`src/rtl/cdt_pkg.sv`:
```
package cdt_pkg;
    localparam int unsigned CDT_ADDR_W   = 16;
    localparam int unsigned CDT_DATA_W   = 8;
    localparam int unsigned CDT_BYTES    = 2;
    localparam int unsigned CDT_IDX_W    = 4;
    localparam logic [CDT_ADDR_W-1:0] CDT_BASE = 16'h6000;

    typedef enum logic [CDT_IDX_W-1:0] {
        IDX_CTRL    = 4'hA,
        IDX_RELOAD0 = 4'hB
    } cdt_idx_e;
endpackage

```
`src/rtl/cdt_wr_decode.sv`:
```
module cdt_wr_decode #(
    parameter int unsigned ADDR_W = cdt_pkg::CDT_ADDR_W,
    parameter int unsigned IDX_W  = cdt_pkg::CDT_IDX_W,
    parameter int unsigned BYTES  = cdt_pkg::CDT_BYTES,
    parameter logic [ADDR_W-1:0] BASE = cdt_pkg::CDT_BASE
) (
    input  logic              wr_en,
    input  logic [ADDR_W-1:0] wr_addr,
    output logic              ctrl_stb,
    output logic [BYTES-1:0]  reload_stb
);
    logic             hit;
    logic [IDX_W-1:0] idx;

    always_comb begin
        hit      = wr_en && (wr_addr >= BASE);
        idx      = wr_addr[IDX_W-1:0];
        ctrl_stb = hit && (idx == cdt_pkg::IDX_CTRL);
    end

    // One strobe per reload byte, on consecutive indices from the first one
    for (genvar b = 0; b < BYTES; b++) begin : g_byte_stb
        localparam logic [IDX_W-1:0] BYTE_IDX = IDX_W'(int'(cdt_pkg::IDX_RELOAD0) + b);
        assign reload_stb[b] = hit && (idx == BYTE_IDX);
    end
endmodule

```
`src/rtl/cdt_reload_reg.sv`:
```
module cdt_reload_reg #(
    parameter int unsigned DATA_W = cdt_pkg::CDT_DATA_W,
    parameter int unsigned BYTES  = cdt_pkg::CDT_BYTES,
    localparam int unsigned VAL_W = DATA_W * BYTES
) (
    input  logic              clk,
    input  logic              rst_n,
    input  logic [BYTES-1:0]  byte_stb,
    input  logic [DATA_W-1:0] wr_data,
    output logic [VAL_W-1:0]  reload
);
    logic [VAL_W-1:0] reload_d, reload_q;

    always_comb begin
        reload_d = reload_q;
        for (int b = 0; b < int'(BYTES); b++) begin
            if (byte_stb[b]) begin
                reload_d[b*DATA_W +: DATA_W] = wr_data;
            end
        end
    end

    always_ff @(posedge clk or negedge rst_n) begin
        if (!rst_n) begin
            reload_q <= '0;
        end else begin
            reload_q <= reload_d;
        end
    end

    assign reload = reload_q;
endmodule

```
`src/rtl/cdt_down_counter.sv`:
```
module cdt_down_counter #(
    parameter int unsigned CNT_W = cdt_pkg::CDT_DATA_W * cdt_pkg::CDT_BYTES
) (
    input  logic             clk,
    input  logic             rst_n,
    input  logic             load,
    input  logic             arm,
    input  logic [CNT_W-1:0] reload,
    input  logic             tick,
    output logic             armed,
    output logic [CNT_W-1:0] count,
    output logic             irq
);
    typedef struct packed {
        logic             en;
        logic             irq;
        logic [CNT_W-1:0] cnt;
    } cnt_state_t;

    cnt_state_t s_d, s_q;
    logic       wrap;

    always_comb begin
        s_d  = s_q;
        wrap = (s_q.cnt == '0);
        if (load) begin
            s_d.irq = 1'b0;
            s_d.en  = arm;
            s_d.cnt = reload;
        end else if (s_q.en && tick) begin
            s_d.cnt = s_q.cnt - 1'b1;
            if (wrap) begin
                s_d.irq = 1'b1;
                s_d.en  = 1'b0;
            end
        end
    end

    always_ff @(posedge clk or negedge rst_n) begin
        if (!rst_n) begin
            s_q <= '0;
        end else begin
            s_q <= s_d;
        end
    end

    assign armed = s_q.en;
    assign count = s_q.cnt;
    assign irq   = s_q.irq;
endmodule

```
`src/rtl/cd_irq_timer.sv`:
```
module cd_irq_timer #(
    parameter int unsigned ADDR_W = cdt_pkg::CDT_ADDR_W,
    parameter int unsigned DATA_W = cdt_pkg::CDT_DATA_W,
    parameter int unsigned BYTES  = cdt_pkg::CDT_BYTES,
    localparam int unsigned CNT_W = DATA_W * BYTES
) (
    input  logic              clk,
    input  logic              rst_n,
    input  logic              wr_en,
    input  logic [ADDR_W-1:0] wr_addr,
    input  logic [DATA_W-1:0] wr_data,
    input  logic              tick,
    output logic              irq
);
    logic             ctrl_stb;
    logic [BYTES-1:0] reload_stb;
    logic [CNT_W-1:0] reload_val;
    logic [CNT_W-1:0] cnt_val;
    logic             armed;

    cdt_wr_decode #(
        .ADDR_W (ADDR_W),
        .IDX_W  (cdt_pkg::CDT_IDX_W),
        .BYTES  (BYTES),
        .BASE   (ADDR_W'(cdt_pkg::CDT_BASE))
    ) u_dec (
        .wr_en      (wr_en),
        .wr_addr    (wr_addr),
        .ctrl_stb   (ctrl_stb),
        .reload_stb (reload_stb)
    );

    cdt_reload_reg #(
        .DATA_W (DATA_W),
        .BYTES  (BYTES)
    ) u_reload (
        .clk      (clk),
        .rst_n    (rst_n),
        .byte_stb (reload_stb),
        .wr_data  (wr_data),
        .reload   (reload_val)
    );

    cdt_down_counter #(
        .CNT_W (CNT_W)
    ) u_cnt (
        .clk    (clk),
        .rst_n  (rst_n),
        .load   (ctrl_stb),
        .arm    (wr_data[0]),
        .reload (reload_val),
        .tick   (tick),
        .armed  (armed),
        .count  (cnt_val),
        .irq    (irq)
    );
endmodule

```
`config.mk`:
```
export PLATFORM = sky130hd
export DESIGN_NAME = cd_irq_timer
export DESIGN_NICKNAME = d
export VERILOG_FILES = /design/src/rtl/cdt_pkg.sv /design/src/rtl/cdt_wr_decode.sv /design/src/rtl/cdt_reload_reg.sv /design/src/rtl/cdt_down_counter.sv /design/src/rtl/cd_irq_timer.sv
export SDC_FILE = /design/constraint.sdc
export NUM_CORES = 1
export LEC_CHECK = 0
export BUFFER_PORTS_ARGS = -buffer_cell sky130_fd_sc_hd__clkbuf_2
export CAP_MARGIN = 0
export CORE_ASPECT_RATIO = 1.75
export CORE_UTILIZATION = 55
export DETAILED_ROUTE_END_ITERATION = 7
export PLACE_DENSITY_LB_ADDON = 0.05
export SKIP_CTS_REPAIR_TIMING = 1
export SLEW_MARGIN = 15
export SYNTH_ARGS = -nofsm -noshare
export SYNTH_HDL_FRONTEND = slang
export SYNTH_HIERARCHICAL = 1
export SYNTH_SLANG_ARGS = --single-unit
```
`constraint.sdc`:
```
create_clock -name clk -period 2.2 [get_ports clk]
set_input_delay 0.11 -clock clk [delete_from_list [all_inputs] [get_ports clk]]
set_output_delay 0.11 -clock clk [all_outputs]
set_load 0.02 [all_outputs]
```
==> run_results.csv <==
group,metric,value,unit
synth,synth_compound_area_frac,0.0903,
grt,grt_pass1_vias,1287,
grt,grt_pass1_wl,5700,um
cts,cts_sinks,34,
grt,grt_max_degree,35,
cts,clkLatencyLatePin,0.28,ns
synth,yosys.area_share.simple,0.201,
synth,syn_nets,180,
route,ant_nets,0,
route,drtIter0Drc,29,
cts,clk_pin_slew,0.07,ns
floorplan,dieArea,0.00339,mm^2
synth,synthAdderAreaFrac,0.00722,
floorplan,io_pins,29,
synth,syn_area,0.00173,mm^2
synth,synth.largest_area_cell,"dfrtp_1",
grt,antenna_found_initial,0,
power,peakVddDrop,0.702,mV
synth,synth_mux_area_frac,0.139,
setup_path,start_kind,"flop",
sta,min_period_over_period,0.830,
run,drv_cap,0,
cts,cts_max_level,2,
sta,layout_min_cycle_time,1.83,ns
finish,syn2layout_area_growth,14.2,%
sta,fmax,0.548,GHz
route,via_count,1219,
route,dr.pass1.iters,4,
finish,nets,205,
place,gp_congestion,0.797,
synth,synth_xor_area_frac,0.0455,
synth,ys_ff_latch,34,
cts,cts_tree,"yes",
place,placed_cell_area,0.00188,mm^2
grt,grt_usage,0.223,
cts,cts_root_buf,"clkbuf_8",
synth,synth_top_area_frac,0.491,
setup_path,worstPathArrival,1.97,ns
synth,ys_types,39,
cts,clock_path_buffers,2,
synth,synth_flop_cell,"dfrtp_1",
sta,skew,0.00697,ns
cts,cts_made_buffers,5,
worst_hold_path,hold_path_class,"in2reg",
route,post_drt_wl_per_cell,15.1,um
finish,final_core_utilization,0.669,
setup_path,end_kind,"flop",
finish,drive_above_1_share,0.316,
route,vias_per_cell,5.57,
synth,synth_edf_count,0,
place,hpwl,2450,um
outcome,status,"complete, no violations",
synth,synthTopCellsByCount,"dfrtp_1 (34), mux2_4 (16), nand2_1 (15)",
sta,worst_pin_slew,0.815,ns
sta,maxSlewViolCount,0,
synth,synth_top_family_by_area,"simple AND/OR/NAND/NOR gates",
power,power-per-cell-area,1050,mW/mm^2
synth,yosysSeqAreaShare,0.491,
floorplan,fp.dieH,76.3,um
setup_path,cp_max_fo,5,
synth,ys_async_sr_fraction,1.00,
finish,design_area,0.00198,mm^2
place,portBuffers,19,
finish,antennaDiodeCount,0,
finish,fillers,241,
route,finalWirelength,3310,um
floorplan,start_util,0.585,
synth,synth_most_common_cell,"dfrtp_1",
synth,synth_area_per_cell,11.5,um^2
floorplan,die_x,44.4,um
synth,synthTopCellsByArea,"dfrtp_1 (49%), mux2_4 (14%), o21ai_0 (4.0%)",
power,p_leak,0.000851,uW
synth,synth_cells,151,
floorplan,core.rowCount,26,
sta,setup_viol,0,
sta,rsz0062_at_grt,"false",
floorplan,coreArea,0.00296,mm^2
route,drcViolationCount,0,
sta,fin_tns_setup,0,ns
setup_path,required,2.35,ns
grt,globalRouteOverflowTotal,0,
sta,finalHoldViolations,0,
synth,ys_warn_count,6,
setup_path,critPathKind,"reg2reg",
sta,max_slew_margin,0.457,
==> power breakdown <==
group          leakage [uW]  switching, uW  total, uW  internal [uW]
logic              0.000373            272        588            316
registers          0.000429            195       1030            834
clock network     0.0000482            213        465            252
==> path summary, 6_finish.rpt <==
check	from	endpoint	slack [ns]	cells after the start
min	wr_data[7]	u_reload/reload[7]	0.08	2
min reg2reg	u_reload/reload[11]	u_cnt/count[11]	0.49	2
max	u_cnt/count[0]	u_cnt/armed	0.37	6
min in group asynchronous	rst_n	u_cnt/count[7]	0.45	2
max reg2reg	u_cnt/count[0]	u_cnt/armed	0.37	6
max in group asynchronous	rst_n	u_reload/reload[2]	1.23	2
==> critical path: stages, from the launching register on <==
cell and delay, ns:
dfrtp_1 0.38, inv_1 0.10, ha_1 0.17, and3_1 0.23, nand4_1 0.21, nor3_1 0.47
o21ai_0 0.13
==> through the flow <==
| step | worst slack [ns] | hold WS [ns] | cells | total power, uW |
|---|---|---|---|---|
| finish | 0.375 | 0.0755 | 219 | 2080 |
| global route | 0.288 | 0.0685 | 219 | 2230 |
| CTS | 0.375 | -0.0648 | 218 | 2100 |
| detailed placement | 0.389 | 0.250 | 210 | 1630 |
| global placement | 0.461 | 0.227 | 210 | 1580 |
| floorplan | 0.553 | -0.186 | 151 | 1450 |
==> final cells by class <==
| class | count | area (um^2) | share of cell area |
|---|---|---|---|
| repair buffers | 23 | 128 | 0.0645 |
| clock inverters | 1 | 5.00 | 0.00253 |
| clock buffers | 7 | 86.3 | 0.0436 |
| well taps | 42 | 52.6 | 0.0265 |
| inverters | 3 | 11.3 | 0.00569 |
| multi-input cells | 109 | 846 | 0.427 |
| flip-flops and latches | 34 | 851 | 0.430 |
==> cells in the final DEF (no fill, tap or decap), types with 2 or more instances in the layout <==
cell type and n:
a21oi_1 2, a31oi_1 3, buf_4 3, clkbuf_2 19, clkbuf_8 6, dfrtp_1 34
inv_1 3, mux2_4 16, nand2_1 15, nand2b_1 2, nand3_1 3, nand3b_1 2
nand4_1 2, nor2_1 7, nor3_1 6, o21ai_0 14, or2_1 2, or3_1 3
or4_1 3, xnor2_1 6, xor2_1 3
==> cell families after synthesis <==
kind of cell               Yosys count
and+or+nand+nor                     57
DFF                                 34
AOI/OAI and AO/OA                   26
muxes                               16
xor gates and xnor gates             9
buffers and inverters                8
adders and majority gates            1
==> state kept, by name (all words and copies together) (netlist names) <==
name             flops
u_cnt/irq            1
u_cnt/count         16
u_cnt/armed          1
u_reload/reload     16
==> routing by layer <==
metal	share of wire	global-route usage	routed length, um	vias up
met5	0	0	0	-
met4	0.014	0.0879	45	0
met3	0.030	0.0450	99	4
met2	0.54	0.362	1770	23
met1	0.42	0.283	1390	603
li1	-	-	-	589
No activity file was read; power rests on OpenSTA's default activity.
